`src/rtl/adc_bus_pkg.sv`:
```
package adc_bus_pkg;
    typedef enum logic [1:0] {
        ST_IDLE = 2'd0,
        ST_READ = 2'd1,
        ST_FIRE = 2'd2,
        ST_HOLD = 2'd3
    } bus_state_t;
endpackage

```
`src/rtl/adc_bus_fsm.sv`:
```
module adc_bus_fsm
    import adc_bus_pkg::*;
(
    input  logic clk,
    input  logic rst_n,
    input  logic access,
    input  logic rd_line,
    output logic rd_active,
    output logic start_pulse,
    output logic snap_take
);
    bus_state_t state_q, state_d;

    always_ff @(posedge clk or negedge rst_n) begin
        if (!rst_n) state_q <= ST_IDLE;
        else        state_q <= state_d;
    end

    always_comb begin
        state_d = state_q;
        unique case (state_q)
            ST_IDLE: if (access) state_d = rd_line ? ST_READ : ST_FIRE;
            ST_READ: if (!access) state_d = ST_IDLE;
            ST_FIRE: state_d = access ? ST_HOLD : ST_IDLE;
            ST_HOLD: if (!access) state_d = ST_IDLE;
            default: state_d = ST_IDLE;
        endcase
    end

    always_comb begin
        rd_active   = (state_q == ST_READ);
        start_pulse = (state_q == ST_FIRE);
        snap_take   = (state_q == ST_IDLE) && access && rd_line;
    end

    AST_START_SINGLE: assert property (@(posedge clk) disable iff (!rst_n)
        start_pulse |=> !start_pulse);
    AST_START_FROM_ACCESS: assert property (@(posedge clk) disable iff (!rst_n)
        $rose(start_pulse) |-> $past(access && !rd_line));
endmodule

```
`src/rtl/adc_result_hold.sv`:
```
module adc_result_hold #(
    parameter int RES_W = 10
) (
    input  logic             clk,
    input  logic             rst_n,
    input  logic             res_valid,
    input  logic [RES_W-1:0] res_data,
    input  logic             snap_take,
    output logic [RES_W-1:0] snap_q
);
    logic [RES_W-1:0] held_q;

    always_ff @(posedge clk or negedge rst_n) begin
        if (!rst_n) begin
            held_q <= '0;
            snap_q <= '0;
        end else begin
            if (res_valid) held_q <= res_data;
            if (snap_take) snap_q <= held_q;
        end
    end
endmodule

```
`src/rtl/adc_byte_steer.sv`:
```
module adc_byte_steer #(
    parameter int RES_W  = 10,
    parameter int BYTE_W = 8
) (
    input  logic             oe,
    input  logic             wide,
    input  logic             hi_byte,
    input  logic [RES_W-1:0] word,
    output logic [RES_W-1:0] bus
);
    localparam int LOW_W = RES_W - BYTE_W;

    logic [RES_W-1:0] first_byte, second_byte;

    generate
        if (LOW_W > 0) begin : g_split
            assign first_byte  = {word[RES_W-1:LOW_W], {LOW_W{1'b0}}};
            assign second_byte = {word[LOW_W-1:0], {(RES_W-LOW_W){1'b0}}};
        end else begin : g_flat
            assign first_byte  = word;
            assign second_byte = '0;
        end
    endgenerate

    always_comb begin
        if (!oe)       bus = '0;
        else if (wide) bus = word;
        else           bus = hi_byte ? second_byte : first_byte;
    end
endmodule

```
`src/rtl/adc_bus_port.sv`:
```
module adc_bus_port #(
    parameter int RES_W  = 10,
    parameter int BYTE_W = 8
) (
    input  logic             clk,
    input  logic             rst_n,
    input  logic             bus_en,
    input  logic             bus_sel_n,
    input  logic             rd_nconv,
    input  logic             wide_fmt,
    input  logic             byte_sel,
    input  logic             res_valid,
    input  logic [RES_W-1:0] res_data,
    output logic             conv_start,
    output logic [RES_W-1:0] dout,
    output logic             dout_oe
);
    localparam int LOW_W = RES_W - BYTE_W;

    logic             access;
    logic             snap_take;
    logic [RES_W-1:0] snap;

    assign access = bus_en && !bus_sel_n;

    adc_bus_fsm u_fsm (
        .clk(clk), .rst_n(rst_n), .access(access), .rd_line(rd_nconv),
        .rd_active(dout_oe), .start_pulse(conv_start), .snap_take(snap_take)
    );

    adc_result_hold #(.RES_W(RES_W)) u_hold (
        .clk(clk), .rst_n(rst_n), .res_valid(res_valid), .res_data(res_data),
        .snap_take(snap_take), .snap_q(snap)
    );

    adc_byte_steer #(.RES_W(RES_W), .BYTE_W(BYTE_W)) u_steer (
        .oe(dout_oe), .wide(wide_fmt), .hi_byte(byte_sel), .word(snap), .bus(dout)
    );

    AST_BUS_QUIET: assert property (@(posedge clk) disable iff (!rst_n)
        !dout_oe |-> dout == '0);
    AST_NO_OE_WITH_START: assert property (@(posedge clk) disable iff (!rst_n)
        !(dout_oe && conv_start));
    AST_SECOND_BYTE_LOW_ZERO: assert property (@(posedge clk) disable iff (!rst_n)
        (dout_oe && !wide_fmt && byte_sel) |-> dout[RES_W-LOW_W-1:0] == '0);
    AST_READ_DATA_STEADY: assert property (@(posedge clk) disable iff (!rst_n)
        (dout_oe && $past(dout_oe) && $stable(wide_fmt) && $stable(byte_sel)) |-> $stable(dout));
    AST_OE_NEEDS_ACCESS: assert property (@(posedge clk) disable iff (!rst_n)
        $rose(dout_oe) |-> $past(access && rd_nconv));
endmodule

```
`config.mk`:
```
export PLATFORM = sky130hd
export DESIGN_NAME = adc_bus_port
export DESIGN_NICKNAME = d
export VERILOG_FILES = /design/src/rtl/adc_bus_pkg.sv /design/src/rtl/adc_bus_fsm.sv /design/src/rtl/adc_result_hold.sv /design/src/rtl/adc_byte_steer.sv /design/src/rtl/adc_bus_port.sv
export SDC_FILE = /design/constraint.sdc
export NUM_CORES = 1
export LEC_CHECK = 0
export CORE_MARGIN = 3
export CORE_UTILIZATION = 35
export CTS_CLUSTER_SIZE = 20
export DETAILED_ROUTE_END_ITERATION = 12
export GPL_ROUTABILITY_DRIVEN = 0
export SLEW_MARGIN = 20
export SYNTH_ARGS = -nofsm -noshare
export SYNTH_HDL_FRONTEND = slang
export SYNTH_SLANG_ARGS = --single-unit
```
`constraint.sdc`:
```
create_clock -name clk -period 1.2 [get_ports clk]
set_input_delay 0.18 -clock clk [delete_from_list [all_inputs] [get_ports clk]]
set_output_delay 0.18 -clock clk [all_outputs]
set_load 0.03 [all_outputs]
```
After elaboration in Yosys (flattened, before gate mapping)
Index checks and enable logic that the tools add are counted.
{"block": "op_classes", "n_mux": 8, "n_reduce_logical": 7, "eq_ne": 5}
{"operator": "two-way mux 10 bit", "n": 3}
{"operator": "two-way mux 2 bit", "n": 4}
{"operator": "one-hot mux 2 bit (3 select lines)", "n": 1}
{"operator": "equality test 2 bit, second input constant", "n": 2}
{"operator": "logical AND 1 bit", "n": 3}
{"operator": "equality test 2 x 1 -> 1 bit, second input constant", "n": 1}
{"operator": "logical NOT 2 bit", "n": 1}
{"operator": "!= test 2 x 1 -> 1 bit, second input constant", "n": 1}
{"operator": "!= test 2 bit, second input constant", "n": 1}
{"operator": "AND reduction 2 bit", "n": 1}
{"operator": "OR reduction 2 bit", "n": 1}
{"operator": "logical NOT 1 bit", "n": 1}
{"block": "word_totals", "regBits": 22, "input_bits": 18}

Longest topological paths before layout
Gate-level depths: netlist of the first run.
{"block": "logic_depth", "word_depth": 4, "mapped_depth": 4, "mapped_depth_nobuf": 3}

Cells and area by module
Synthesis of the first run repeated with hierarchy kept, for this count alone.
{"block": "unflattened", "cells_unflattened": 69, "hier_area_um2": 1047.3}
{"mod": "adc_result_hold", "seq_area_each_um2": 500.5, "cells_per_inst": 42, "instances": 1, "area_each_um2": 823.3}
{"mod": "adc_byte_steer", "seq_area_each_um2": 0.0, "cells_per_inst": 17, "instances": 1, "area_each_um2": 117.6}
{"mod": "adc_bus_fsm", "seq_area_each_um2": 50.0, "cells_per_inst": 9, "instances": 1, "area_each_um2": 92.6}
{"mod": "adc_bus_port", "seq_area_each_um2": 0.0, "cells_per_inst": 1, "instances": 1, "area_each_um2": 13.8}

Least setup slack after synthesis of the first run
Ideal clock, no wire load.
{"block": "synth_path", "path_kind": "reg2out", "from": "register u_fsm.state_q[1]", "to": "output port dout[2]", "arrival_time_ps": 1241, "required_time_ps": 1020, "path_stages_with_launch": 4, "slack_ps": -221, "cell_sequence": "dfrtp_1 -> nand2b_1 -> inv_1 -> and3_1"}
{"block": "synth_between", "elab_chain_cells": 2}
{"element": "from (decl)", "line_no": "adc_bus_fsm.sv:12", "text": "bus_state_t state_q, state_d;"}
{"element": "from (signal assigned)", "line_no": "adc_bus_fsm.sv:16", "text": "else state_q <= state_d;"}
{"element": "equality test 2 x 1 -> 1 bit", "line_no": "adc_bus_fsm.sv:31", "text": "rd_active = (state_q == ST_READ);"}
{"element": "net dout_oe", "line_no": "adc_bus_port.sv:16", "text": "output logic dout_oe"}
{"element": "two-way mux 10 bit", "line_no": "adc_byte_steer.sv:26", "text": "if (!oe) bus = '0;"}
{"element": "to (decl)", "line_no": "adc_bus_port.sv:15", "text": "output logic [RES_W-1:0] dout,"}
The timed path passes the listed nets, and every way through them passes these cells.

Worst setup path in the final report of the first run
{"block": "layout_path", "from": "register u_fsm.state_q[1]", "to": "output port dout[1]"}
{"block": "layout_between", "elab_chain_cells": 2}
{"element": "equality test 2 x 1 -> 1 bit", "line_no": "adc_bus_fsm.sv:31"}
{"element": "two-way mux 10 bit", "line_no": "adc_byte_steer.sv:26"}
No other way between the ends.

==> results of run 1 <==
==> cell type report <==
cell class | count | area share, %
multi-input combinational | 42 | 31.2
tap | 30 | 2.45
clock buffer | 3 | 1.47
timing repair inverter | 1 | 0.490
clock inverter | 1 | 1.96
timing repair buffer | 39 | 26.1
sequential | 22 | 35.9
inverter | 1 | 0.408
==> worst max-delay path, cell delays in order, from the launching register on <==
cell	delay, ps
dfrtp_1	410
nand2b_4	180
inv_4	90
and3_4	180
buf_6	120
==> synthesized netlist by cell type (all sizes together) <==
library cell / count / area (sq um)
nand3: 1 / 17.5
nor2: 4 / 17.5
nand2b: 2 / 12.5
o21a: 1 / 7.51
and3: 8 / 50.1
nor2b: 2 / 15.0
dfrtp: 22 / 551
o31a: 1 / 8.76
mux2i: 2 / 20.0
buf: 2 / 10.0
mux2: 20 / 225
inv: 1 / 3.75
==> routing by layer <==
layer	track usage [%]	vias up
li1	-	325
met1	14.7	332
met2	23.4	17
met3	3.12	2
met4	5.63	0
met5	0	-
==> flip-flops by register name, indices dropped and copies added, names as in the netlist <==
register       count
u_hold.held_q     10
u_hold.snap_q     10
u_fsm.state_q      2
==> worst min path at each step <==
stage	slack (ps)	cells after the start	from	end
final	190	2	rst_n	u_hold.snap_q[5]
after global routing	190	2	rst_n	u_hold.snap_q[5]
after CTS	190	2	rst_n	u_hold.held_q[3]
after detailed placement	490	1	u_hold.held_q[7]	u_hold.snap_q[7]
after global placement	480	1	u_hold.held_q[4]	u_hold.snap_q[4]
after floorplan	-120	0	rst_n	u_fsm.state_q[0]
==> cells by family after synthesis <==
family | synth area share (%)
buffers and inverters | 1.47
and+or+nand+nor | 12.0
muxes | 26.1
DFF | 58.7
AOI/OAI and AO/OA | 1.73
==> cells in the final DEF, fill, tap and decap left out <==
cell type        netlist  layout
dfrtp_1               22      22
mux2_2                20      20
clkdlybuf4s50_1        0      16
buf_6                  0      14
and3_4                 0       8
buf_4                  0       7
nor2_4                 0       3
clkbuf_4               0       3
nand2b_4               0       2
nand3_4                1       2
inv_4                  0       1
nor2b_4                0       1
mux2i_2                0       1
mux2i_1                2       1
nor2_1                 3       1
nor2b_2                1       1
o21a_1                 1       1
o31a_1                 1       1
bufinv_16              0       1
clkinvlp_4             0       1
dlygate4sd2_1          0       1
buf_12                 0       1
==> where the power goes <==
part	switching [mW]	leakage, nW	internal, mW	total (mW)
logic	0.180	0.372	0.265	0.445
clock network	0.231	0.0279	0.338	0.569
registers	0.0737	0.263	0.872	0.945
==> through the flow <==
stage / area [sq um] / cells
CTS: 1490 / 138
finish: 1530 / 139
detailed placement: 1330 / 131
global route: 1530 / 139
floorplan: 973 / 66
global placement: 1330 / 131
==> repair_timing <==
action,CTS,global route
endpoints found under the setup margin,12,22
resized for setup,23,6
buffers inserted,2,0
gates cloned,1,1
pin swaps,8,2
==> results.toml, run 1 <==
[global_route]
grt_pass1_vias = 748
grt_max_degree = 23
grt_overflow = 0
track_usage_pct = 13.1
antenna_found_initial = 0
grt_pass1_wl_mm = 3.36

[critical_path]
arrival_ps = 1290
regToRegEndpoint = "u_hold.snap_q[4]"
r2r_slack_ps = -90
r2r_cells = 4
crit_fanout = 5
required_ps = 1020
end_kind = "output pin"
path_class = "reg2out"
crit_path_start = "u_fsm.state_q[1]"
critPathLaunchType = "register"
cp-endpoint = "dout[1]"
reg2reg_from = "u_fsm.state_q[1]"

[floorplanning]
fp.dieW_microns = 57.8
row_count = 18
core_sq_mm = 0.00252
dieArea_sq_mm = 0.00334
io_pins = 30
start_util_pct = 37.2
fp.dieH_microns = 57.8

[sta]
finalSetupViolCount = 22
rsz0062_at_grt = "true"
finClkSkew_ps = 8.02
tns_ps = -3770
period_needed_ps = 1470
setup_ws_ps = -272
tightest_slew_ps = 290
max_slew_margin_pct = 80.6
maxSlewViolCount = 0
hold_viol = 0
clock.fmax_mhz = 679
whs_ps = 188
fin_crit_sh_pct = 123

[placement]
port_buffers = 29
dp_hpwl_mm = 1.35
dp_slack_ps = -342

[logic_synthesis]
synth-seq-cells = 22
syn_avg_cell_area_sq_um = 14.2
ys_warn_count = 0
ys_seq_area_share_pct = 58.7
netlist_area_sq_um = 938
syn_inst = 66
syn-num-nets = 84
synth_cell_types = 14

[finish]
area_growth_pct = 63.2
fin_util_pct = 60.7
multi_input_area_sq_um = 478
nets = 128
seq_area_sq_um = 551
num_antenna_cells = 0
drive_above_1_share_pct = 60.6
n_fill_cell = 204

[route]
dr.pass1.iters = 2
wire_per_inst_microns = 14.2
via_count = 676
via_per_inst = 4.86
wl_met3_microns = 103
ant_nets = 0
drc = 0
wl_mm = 1.97
drtIter0Drc = 5
routed.top_layer = "met4"
wl_met1_microns = 806
route.met2.wl_mm = 1.04

[min_path]
min_path_type = "in2async"

[job]
drv_cap = 0

[clock_network]
clock_path_buffers = 2
cts_tree = "yes"
clk_latency_ps = 310
hold_buffers = 0
clock-root-buffer = "clkbuf_4"
path_clk_slew_ps = 130
cts.sinks = 22
cts_buffers = 3
cts.htree.levels = 1

[power]
power_mw = 1.96
p_leak_nw = 0.663
p_per_area_mw_per_mm2 = 1280
ir_drop_v = 0.000758

[status]
status = "finished with violations"
violations = "setup timing"
(Power assumes the default switching activity.)
==> run 2: changes to the inputs <==
CORE_ASPECT_RATIO = 0.5   (was default)
==> results.toml, run 2 (synthesized netlist as in run 1, its figures left out) <==
[critical_path]
cpPeakStageDelay_ps = 410
required_ps = 1020
crit_fanout = 4
cp_cell_sequence = "nand2b_4 -> clkinvlp_4 -> and3_4 -> buf_6"
crit_buf_inv = 2
critPathLaunchType = "register"
end_kind = "output pin"
slowest_stage = "dfrtp_1"
path_class = "reg2out"
arrival_ps = 1230
cpLargestDelayFamily = "flip-flops"

[global_route]
use_met3_pct = 5.58
met2_usage_pct = 23.4
use_met1_pct = 19.0
top_usage_layer = "met2"
grt_pass1_wl_mm = 3.71
grt_overflow = 0
grt_max_degree = 23
track_usage_pct = 14.7
antenna_found_initial = 0
grt_pass1_vias = 749

[placement]
placed_cell_area_sq_mm = 0.00134
port_buffers = 29
dp_hpwl_mm = 1.49

[clock_network]
cts.sinks = 22
cts.htree.levels = 1
clock_path_buffers = 2
cts_buffers = 3
cts_tree = "yes"
clk_latency_ps = 260
clock-root-buffer = "clkbuf_8"
path_clk_slew_ps = 70

[floorplanning]
fp.dieW_microns = 79.2
start_util_pct = 39.6
dieArea_sq_mm = 0.00338
io_pins = 30
fp.dieH_microns = 42.6
core_sq_mm = 0.00237
row_count = 12

[sta]
period_needed_ps = 1410
finClkSkew_ps = 6.37
setup_ws_ps = -207
hold_viol = 0
tns_ps = -3890
finalSetupViolCount = 22
rsz0062_at_grt = "true"
tightest_slew_ps = 325
max_slew_margin_pct = 78.2
clock.fmax_mhz = 711
maxSlewViolCount = 0
fin_crit_sh_pct = 117

[status]
violations = "setup timing"
status = "finished with violations"

[route]
via_per_inst = 4.73
drc = 0
drtIter0Drc = 10
dr.pass1.iters = 2
via_count = 690
ant_nets = 0
wire_per_inst_microns = 14.6
wl_mm = 2.13

[finish]
n_fill_cell = 197
stdcell_area_sq_mm = 0.00154
drive_above_1_share_pct = 60.4
top_regs = "u_hold.held_q (10), u_hold.snap_q (10), u_fsm.state_q (2)"
fin_util_pct = 64.7
nets = 131
area_growth_pct = 63.6
final_common_cell = "dfrtp_1"
mostFrequentLayoutCells = "dfrtp_1 (22), mux2_2 (18), clkdlybuf4s50_1 (15)"
num_antenna_cells = 0

[min_path]
min_path_type = "in2async"

[power]
ir_drop_v = 0.000928
p_per_area_mw_per_mm2 = 1200
p_leak_nw = 0.679

[job]
drv_cap = 0
-- run 2: per-layer routing --
layer,up-vias,wire length [microns]
met5,-,0
met4,0,0
met3,0,87
met2,15,1060
met1,342,985
li1,333,-
-- run 2: cell type report --
cell class / instances / area (sq um) / share of cell area, %
inverter: 1 / 6.26 / 0.407
tap: 35 / 43.8 / 2.85
clock buffer: 3 / 41.3 / 2.69
multi-input combinational: 42 / 482 / 31.4
sequential: 22 / 551 / 35.9
timing repair inverter: 1 / 7.51 / 0.489
timing repair buffer: 42 / 404 / 26.3
-- run 2: path summary, 6_finish.rpt --
kind,depth (start not counted),endpoint,startpoint,slack (ps)
min reg2reg,1,u_hold.held_q[5],u_hold.held_q[5],500
min in group clk,1,u_hold.held_q[5],u_hold.held_q[5],500
max reg2reg,5,u_hold.snap_q[7],u_fsm.state_q[0],-200
max,4,dout[4],u_fsm.state_q[0],-210
max in group asynchronous,2,u_hold.held_q[1],rst_n,700
min,2,u_hold.snap_q[9],rst_n,270
-- run 2: repair_timing --
| action | CTS | global route |
|---|---|---|
| buffers inserted | 3 | 1 |
| cloned | 2 | 0 |
| gates resized for setup | 25 | 5 |
| pin swaps | 7 | 1 |
| endpoints found under the setup margin | 22 | 22 |
| hold buffers | 0 | 0 |
-- run 2: through the flow --
| stage | worst slack [ps] | instances | hold WS [ps] | power (mW) |
|---|---|---|---|---|
| CTS | -226 | 145 | 273 | 1.86 |
| global route | -269 | 146 | 291 | 1.96 |
| floorplan | -23.6 | 66 | -116 | 1.17 |
| detailed placement | -307 | 137 | 492 | 1.34 |
| finish | -207 | 146 | 270 | 1.84 |
| global placement | -270 | 137 | 483 | 1.32 |
-- run 2: power by group --
part | switching (mW) | internal, mW | leakage, nW
clock | 0.215 | 0.224 | 0.0216
sequential | 0.0726 | 0.873 | 0.263
combinational | 0.184 | 0.271 | 0.394
total | 0.471 | 1.37 | 0.679
-- run 2: worst reg2reg max path, cell delays in order (launching register included) --
cell	delay, ps
dfrtp_1	410
buf_4	150
buf_6	110
nor2_4	140
nand3_4	140
mux2_4	330
